==> src/rtl/tiu_pkg.sv <==
package tiu_pkg;

  localparam int DATA_W  = 8;
  localparam int ADDR_W  = 2;
  localparam int VEC_W   = 3;
  localparam int NUM_SRC = 6;
  localparam int POS_W   = $clog2(DATA_W);
  localparam int IDX_W   = $clog2(NUM_SRC);

  typedef enum logic [ADDR_W-1:0] {
    A_TMASK = 2'd0,
    A_TFLAG = 2'd1,
    A_XMASK = 2'd2,
    A_XFLAG = 2'd3
  } reg_sel_e;

  typedef struct packed {
    logic [VEC_W-1:0] vec;
    logic [POS_W-1:0] pos;
    logic             ext;
  } src_info_t;

  // Source index order equals ascending vector order (index 0 wins).
  function automatic src_info_t src_info(input int idx);
    src_info_t s;
    s = '0;
    case (idx)
      0: begin s.vec = 3'd1; s.pos = 3'd6; s.ext = 1'b1; end // external event
      1: begin s.vec = 3'd3; s.pos = 3'd3; s.ext = 1'b0; end // input capture
      2: begin s.vec = 3'd4; s.pos = 3'd6; s.ext = 1'b0; end // compare A
      3: begin s.vec = 3'd5; s.pos = 3'd5; s.ext = 1'b0; end // compare B
      4: begin s.vec = 3'd6; s.pos = 3'd7; s.ext = 1'b0; end // timer1 overflow
      5: begin s.vec = 3'd7; s.pos = 3'd1; s.ext = 1'b0; end // timer0 overflow
      default: s = '0;
    endcase
    return s;
  endfunction

  function automatic logic [DATA_W-1:0] valid_bits(input logic ext);
    logic [DATA_W-1:0] m;
    src_info_t s;
    m = '0;
    for (int i = 0; i < NUM_SRC; i++) begin
      s = src_info(i);
      if (s.ext == ext) m[s.pos] = 1'b1;
    end
    return m;
  endfunction

  localparam logic [DATA_W-1:0] TMASK_VALID = valid_bits(1'b0);
  localparam logic [DATA_W-1:0] XMASK_VALID = valid_bits(1'b1);

endpackage

==> src/rtl/tiu_rst_sync.sv <==
module tiu_rst_sync #(
  parameter int STAGES = 2
) (
  input  logic clk,
  input  logic rst_n,
  output logic rst_sync_n
);

  logic [STAGES-1:0] sync_q;
  logic [STAGES-1:0] sync_d;

  always_comb begin
    sync_d = {sync_q[STAGES-2:0], 1'b1};
  end

  always_ff @(posedge clk or negedge rst_n) begin
    if (!rst_n) sync_q <= '0;
    else        sync_q <= sync_d;
  end

  assign rst_sync_n = sync_q[STAGES-1];

endmodule

==> src/rtl/tiu_mask_reg.sv <==
module tiu_mask_reg #(
  parameter int               W     = 8,
  parameter logic [W-1:0]     VALID = '1
) (
  input  logic         clk,
  input  logic         rst_n,
  input  logic         wr_en,
  input  logic [W-1:0] wdata,
  output logic [W-1:0] q
);

  logic [W-1:0] d;

  // Reserved positions never hold state.
  always_comb begin
    d = wdata & VALID;
  end

  always_ff @(posedge clk or negedge rst_n) begin
    if (!rst_n)     q <= '0;
    else if (wr_en) q <= d;
  end

endmodule

==> src/rtl/tiu_flag_cell.sv <==
module tiu_flag_cell (
  input  logic clk,
  input  logic rst_n,
  input  logic set_i,
  input  logic clr_i,
  output logic flag_o
);

  logic load;
  logic flag_d;

  // Set dominates clear; hold when neither.
  always_comb begin
    load   = set_i | clr_i;
    flag_d = set_i;
  end

  always_ff @(posedge clk or negedge rst_n) begin
    if (!rst_n)    flag_o <= 1'b0;
    else if (load) flag_o <= flag_d;
  end

endmodule

==> src/rtl/tiu_prio_sel.sv <==
module tiu_prio_sel #(
  parameter int N     = 6,
  parameter int IDX_W = $clog2(N)
) (
  input  logic [N-1:0]     pend_i,
  output logic             any_o,
  output logic [IDX_W-1:0] idx_o
);

  always_comb begin
    any_o = |pend_i;
    idx_o = '0;
    for (int i = N - 1; i >= 0; i--) begin
      if (pend_i[i]) idx_o = IDX_W'(i);
    end
  end

endmodule

==> src/rtl/timer_irq_unit.sv <==
module timer_irq_unit
  import tiu_pkg::*;
(
  input  logic              clk,
  input  logic              rst_n,
  input  logic              gie_i,
  input  logic              ev_t1_ovf_i,
  input  logic              ev_t1_cmpa_i,
  input  logic              ev_t1_cmpb_i,
  input  logic              ev_t1_cap_i,
  input  logic              ev_t0_ovf_i,
  input  logic              ev_ext0_i,
  input  logic [ADDR_W-1:0] reg_addr_i,
  input  logic              reg_wr_i,
  input  logic [DATA_W-1:0] reg_wdata_i,
  output logic [DATA_W-1:0] reg_rdata_o,
  output logic              irq_req_o,
  output logic [VEC_W-1:0]  irq_vec_o,
  input  logic              irq_ack_i,
  input  logic [VEC_W-1:0]  irq_ack_vec_i
);

  logic                rst_sync_n;
  logic [NUM_SRC-1:0]  ev_vec;
  logic [NUM_SRC-1:0]  flag_q;
  logic [NUM_SRC-1:0]  pend;
  logic [DATA_W-1:0]   tmask_q;
  logic [DATA_W-1:0]   xmask_q;
  logic [DATA_W-1:0]   tflag_rd;
  logic [DATA_W-1:0]   xflag_rd;
  logic                win_any;
  logic [IDX_W-1:0]    win_idx;
  logic                tflag_wr;
  logic                xflag_wr;

  tiu_rst_sync #(.STAGES(2)) u_rst_sync (
    .clk        (clk),
    .rst_n      (rst_n),
    .rst_sync_n (rst_sync_n)
  );

  // Index order follows ascending vector number.
  assign ev_vec = {ev_t0_ovf_i, ev_t1_ovf_i, ev_t1_cmpb_i,
                   ev_t1_cmpa_i, ev_t1_cap_i, ev_ext0_i};

  assign tflag_wr = reg_wr_i && (reg_addr_i == A_TFLAG);
  assign xflag_wr = reg_wr_i && (reg_addr_i == A_XFLAG);

  tiu_mask_reg #(.W(DATA_W), .VALID(TMASK_VALID)) u_tmask (
    .clk   (clk),
    .rst_n (rst_sync_n),
    .wr_en (reg_wr_i && (reg_addr_i == A_TMASK)),
    .wdata (reg_wdata_i),
    .q     (tmask_q)
  );

  tiu_mask_reg #(.W(DATA_W), .VALID(XMASK_VALID)) u_xmask (
    .clk   (clk),
    .rst_n (rst_sync_n),
    .wr_en (reg_wr_i && (reg_addr_i == A_XMASK)),
    .wdata (reg_wdata_i),
    .q     (xmask_q)
  );

  for (genvar g = 0; g < NUM_SRC; g++) begin : g_src
    localparam src_info_t INFO = src_info(g);
    logic sw_clr;
    logic hw_clr;
    logic enable;

    assign sw_clr = (INFO.ext ? xflag_wr : tflag_wr) && reg_wdata_i[INFO.pos];
    assign hw_clr = irq_ack_i && (irq_ack_vec_i == INFO.vec);
    assign enable = INFO.ext ? xmask_q[INFO.pos] : tmask_q[INFO.pos];

    tiu_flag_cell u_flag (
      .clk    (clk),
      .rst_n  (rst_sync_n),
      .set_i  (ev_vec[g]),
      .clr_i  (sw_clr | hw_clr),
      .flag_o (flag_q[g])
    );

    assign pend[g] = gie_i & enable & flag_q[g];
  end

  // Flag registers are assembled from the cells; reserved bits have no storage.
  always_comb begin
    src_info_t s;
    tflag_rd = '0;
    xflag_rd = '0;
    for (int i = 0; i < NUM_SRC; i++) begin
      s = src_info(i);
      if (s.ext) xflag_rd[s.pos] = flag_q[i];
      else       tflag_rd[s.pos] = flag_q[i];
    end
  end

  always_comb begin
    case (reg_addr_i)
      A_TMASK: reg_rdata_o = tmask_q;
      A_TFLAG: reg_rdata_o = tflag_rd;
      A_XMASK: reg_rdata_o = xmask_q;
      default: reg_rdata_o = xflag_rd;
    endcase
  end

  tiu_prio_sel #(.N(NUM_SRC), .IDX_W(IDX_W)) u_prio (
    .pend_i (pend),
    .any_o  (win_any),
    .idx_o  (win_idx)
  );

  always_comb begin
    src_info_t s;
    s         = src_info(int'(win_idx));
    irq_req_o = win_any;
    irq_vec_o = win_any ? s.vec : '0;
  end

endmodule

==> config.mk <==
export PLATFORM = sky130hd
export DESIGN_NAME = timer_irq_unit
export DESIGN_NICKNAME = d
export VERILOG_FILES = /design/src/rtl/tiu_pkg.sv /design/src/rtl/tiu_rst_sync.sv /design/src/rtl/tiu_mask_reg.sv /design/src/rtl/tiu_flag_cell.sv /design/src/rtl/tiu_prio_sel.sv /design/src/rtl/timer_irq_unit.sv
export SDC_FILE = /design/constraint.sdc
export NUM_CORES = 1
export LEC_CHECK = 0
export ABC_CLOCK_PERIOD_IN_PS = 3350
export BUFFER_PORTS_ARGS = -buffer_cell sky130_fd_sc_hd__buf_4
export CAP_MARGIN = 25
export CORE_MARGIN = 5
export CORE_UTILIZATION = 49
export CTS_CLUSTER_SIZE = 40
export DETAILED_ROUTE_END_ITERATION = 6
export HOLD_SLACK_MARGIN = 0.08
export PLACE_DENSITY = 0.83
export SYNTH_ARGS = -nofsm -noshare
export SYNTH_HDL_FRONTEND = slang
export SYNTH_SLANG_ARGS = --single-unit
==> constraint.sdc <==
create_clock -name clk -period 3.35 [get_ports clk]
set_input_delay 0.67 -clock clk [delete_from_list [all_inputs] [get_ports clk]]
set_output_delay 0.67 -clock clk [all_outputs]
set_load 0.005 [all_outputs]
# == Word-level counts from Yosys, hierarchy flattened ==
# Index checks and enable logic that the tools add are counted.
# totals
reg_bits,14
input_bits,24
output_inout_bits,12
word_cells,75
# classes
eq_ne,14
muxes,9
n_bitwise,24
n_reduce_logical,19
# op_table
operator,count
$pmux 7 s6,1
$pmux 8 s3,1
$mux 3,7
$eq 3x3->1 const B,6
$logic_and 1x1->1,16
$and 1x1->1,12
$or 1x1->1,12
$eq 3x2->1 const B,3
$eq 3x1->1 const B,2
$reduce_or 6->1,1
$eq 2x2->1 const B,2
$logic_not 3->1,1
$eq 2x1->1 const B,1
$logic_not 2->1,1

# == Logic depth before layout (Yosys ltp) ==
# logic_depth
depth_word,11
mapped_depth,4
depth_no_buf,3

# == By module ==
# A second synthesis with hierarchy kept.
# unflattened
hier_cells,107
hier_area_um2,983.4
# by_module_without_submodules
module,n_inst,cells_each,area_each_um2,seq_area_each_um2
timer_irq_unit,1,52,355.3,0.0
tiu_flag_cell,6,3,36.3,25.0
tiu_mask_reg at u_tmask,1,14,207.7,125.1
tiu_mask_reg at u_xmask,1,10,96.3,25.0
tiu_rst_sync,1,3,53.8,50.0
tiu_prio_sel,1,10,52.6,0.0

# == Least setup slack after synthesis ==
# OpenSTA, ideal clock, no wires.
# synth_path
kind,input to output
startpoint,input port reg_addr_i[0]
endpoint,output port reg_rdata_o[6]
t_arrival_ns,1.350
setup_slack_ns,1.330
stages,2
n_path_buf,1
path_cell_list,buf_6 mux4_1
# synth_between
elab_chain_len,2
word_cells_on_any_way,4
classes_between,2 x eq/ne; 1 x mux; 1 x reduce/logical
# synth_rtl
item,line_no,text
start: declaration,timer_irq_unit.sv:13,"input logic [ADDR_W-1:0] reg_addr_i,"
$eq 2x2->1 (tied with other cells),timer_irq_unit.sv:99,case (reg_addr_i)
$pmux 8 s3 (*),timer_irq_unit.sv:99,
end: declaration,timer_irq_unit.sv:16,"output logic [DATA_W-1:0] reg_rdata_o,"
# Mark *: on every way between the ends. The rest lies on a longest branch, timed or not.

# == Final worst setup path ==
# Ends and elaborated chain as after synthesis.

==> reports/metrics.json <==
{
  "row_count": {"value": 14},
  "synthesis.area_per_instance": {"value": 10.8, "unit": "um^2"},
  "ioPinCount": {"value": 36},
  "largest_net_degree_at_the_start_of_global_routing": {"value": 13},
  "cap_viol_max_count": {"value": 0},
  "antenna_cells": {"value": 0},
  "crit_path_start_kind": {"value": "input port"},
  "vias_per_cell": {"value": 5.51},
  "postRouteAntennaNets": {"value": 0},
  "synth.yosys.seq_area_share": {"value": 43.3, "unit": "%"},
  "combinationalPowerShare": {"value": 26.2, "unit": "%"},
  "internal_power": {"value": 0.328, "unit": "mW"},
  "critical_path.startpoint": {"value": "reg_addr_i[0]"},
  "setup_viol": {"value": 0},
  "cts_buffer_depth": {"value": 2},
  "coreArea": {"value": 0.00154, "unit": "mm^2"},
  "initial_drt_markers": {"value": 12},
  "start_util": {"value": 52.4, "unit": "%"},
  "total_die_area": {"value": 0.00256, "unit": "mm^2"},
  "power_per_standard_cell_area": {"value": 425, "unit": "mW/mm^2"},
  "holdBufCountCts": {"value": 0},
  "final-hold-violation-count": {"value": 0},
  "post-route-drc-count": {"value": 0},
  "area_growth": {"value": 29.3, "unit": "%"},
  "crit_fanout": {"value": 9},
  "sw_frac_of_total": {"value": 26.1, "unit": "%"},
  "drive_above_1_share": {"value": 45.7, "unit": "%"},
  "max-vdd-ir-drop": {"value": 0.352, "unit": "mV"},
  "p_switching": {"value": 0.116, "unit": "mW"},
  "synth_cells": {"value": 75},
  "cts.sink_count": {"value": 14},
  "p_total": {"value": 0.444, "unit": "mW"},
  "worst-setup-path-type": {"value": "in2out"},
  "grt_pass1_vias": {"value": 690},
  "drt_first_pass_iters": {"value": 4},
  "ctsRootBufferMaster": {"value": "clkbuf_4"},
  "postLayoutCellArea": {"value": 0.00104, "unit": "mm^2"},
  "number_of_antenna_violations_at_the_first_check_in_global_routing": {"value": 0},
  "seqPwrFrac": {"value": 47.2, "unit": "%"},
  "wl_per_cell": {"value": 13.8, "unit": "um"},
  "ys_types": {"value": 24},
  "first_pass_grt_wire_length": {"value": 2760, "unit": "um"},
  "timing.final.crit_share": {"value": 65.8, "unit": "%"},
  "timing.setup.tns": {"value": 0, "unit": "ns"},
  "total_setup_buffers_inserted_after_cts": {"value": 0},
  "mappedNetlistArea": {"value": 808, "unit": "um^2"},
  "outcome": {"value": "finished, final reports clean"},
  "start_of_the_worst_register_to_register_path": {"value": "u_tmask.q[1]"},
  "worst_skew_pair.late_latency": {"value": 0.27, "unit": "ns"},
  "worst_ep_required_time": {"value": 2.68, "unit": "ns"},
  "max_clock_freq": {"value": 0.454, "unit": "GHz"},
  "finalMaxSlewViolations": {"value": 0},
  "detailed_place.area": {"value": 0.00101, "unit": "mm^2"},
  "overflow": {"value": 0},
  "dr_total_vias": {"value": 667},
  "setup.reg_to_reg.worst_slack": {"value": 2.54, "unit": "ns"},
  "die_height": {"value": 50.6, "unit": "um"},
  "globalplace.congestion": {"value": 0.757},
  "cts.repair.resized": {"value": 0},
  "design.final.nets": {"value": 130},
  "hp-class": {"value": "in2async"},
  "hpwl": {"value": 1420, "unit": "um"},
  "worst_setup_hold_path_clk_slew": {"value": 0.09, "unit": "ns"},
  "cts_buffers": {"value": 3},
  "fillerInstances": {"value": 132},
  "power.clock.fraction": {"value": 26.6, "unit": "%"},
  "synth-seq-cells": {"value": 14},
  "reg2reg_to": {"value": "u_tmask.q[1]"},
  "port-buffer-count": {"value": 29},
  "postRouteWirelength": {"value": 1670, "unit": "um"},
  "die_width": {"value": 50.6, "unit": "um"},
  "clock_tree.htree_level_count": {"value": 1},
  "critPathCaptureType": {"value": "output pin"},
  "grt_setup_unrepaired": {"value": "no"},
  "r2r_worst_path_depth": {"value": 1},
  "yosys_warning_count": {"value": 0},
  "cp.arrival": {"value": 1.53, "unit": "ns"},
  "groute.usage.overall": {"value": 13.3, "unit": "%"},
  "cts_tree": {"value": "built"},
  "final.min_clock_period": {"value": 2.20, "unit": "ns"},
  "cellLeakagePower": {"value": 0.475, "unit": "nW"},
  "skew": {"value": 0.00865, "unit": "ns"}
}
[flip-flops by register name, summed over array words and instances, names as in the netlist]
register and flops:
u_tmask.q 5, u_xmask.q 1, g_src.u_flag.flag_o 6, u_rst_sync.sync_q 2
[per-stage QoR]
stage	utilization (%)	hold slack (ns)	std cells	setup WS, ns
2_1_floorplan	-	0.147	77	1.33
3_3_place_gp	65.4	0.203	117	1.14
3_5_place_dp	65.4	0.214	117	1.14
4_1_cts	67.8	0.157	121	1.14
5_1_grt	67.8	0.146	121	1.10
6_report	67.8	0.157	121	1.15
[cells in the mapped netlist, drive strengths merged]
master,number,share of area [%]
mux2,6,8.4
mux4,1,3.3
dfrtp,14,43
nor2b,2,1.5
nand4,2,1.5
nor2,6,2.8
a21boi,1,0.93
a22oi,1,0.93
nor3b,1,2.3
and3,1,0.77
nand4b,1,1.1
nand3,3,1.9
and3b,1,1.2
nand3b,1,0.93
buf,5,5.6
a32o,1,1.2
nand2b,1,0.77
a22o,2,2.2
a31o,7,7.6
nand2,10,4.6
o21ai,2,1.2
conb,2,0.93
mux2i,4,5.0
[metal layers]
layer / global-route usage (%) / routed length, um / vias to the layer above
met2: 24.0 / 834 / 24
met4: 3.83 / 12 / 0
li1: - / - / 328
met1: 16.1 / 719 / 313
met5: 0 / 0 / -
met3: 2.07 / 100 / 2
[power groups by stage]
stage / Sequential, mW / Clock [mW] / Combinational [mW]
after global placement: 0.211 / 0 / 0.116
final: 0.209 / 0.118 / 0.116
after CTS: 0.209 / 0.120 / 0.118
after floorplan: 0.207 / 0 / 0.0697
after detailed placement: 0.213 / 0 / 0.118
after global routing: 0.213 / 0.127 / 0.130
[final cells by class]
cell class	count	area, um^2	share of cell area [%]
multi-input combinational	58	420	40.2
clock buffer	4	36.3	3.47
timing repair buffer	29	218	20.8
tap	16	20.0	1.92
sequential	14	350	33.5
[worst max-delay path by stage]
stage | to | slack, ns | cells after the start
2_1_floorplan | reg_rdata_o[6] | 1.33 | 2
3_3_place_gp | reg_rdata_o[6] | 1.14 | 3
3_5_place_dp | reg_rdata_o[6] | 1.14 | 3
4_1_cts | reg_rdata_o[6] | 1.14 | 3
5_1_grt | reg_rdata_o[6] | 1.10 | 3
6_report | reg_rdata_o[6] | 1.15 | 3
[kinds of logic after synthesis]
kind of cell,share of synthesized area [%]
compound gates,14.1
buf+inv,5.57
flops,43.3
mux,16.6
other cells,0.929
simple gates,19.5
[cell usage in the layout (no fill, tap or decap), drive strengths merged, types with 2 or more instances in the layout]
cell type and count:
nor2b 2, dfrtp 14, clkbuf 4, nor2 6, conb 4, a31o 7, mux2i 4, nand4 2
buf 29, o21ai 2, mux2 6, nand2 10, nand3 3, a22o 2
[worst max-delay path, cell delays in order]
cell    delay [ns]
buf_4         0.16
mux4_1        0.55
buf_4         0.15
No activity file was read; power rests on OpenSTA's default activity.
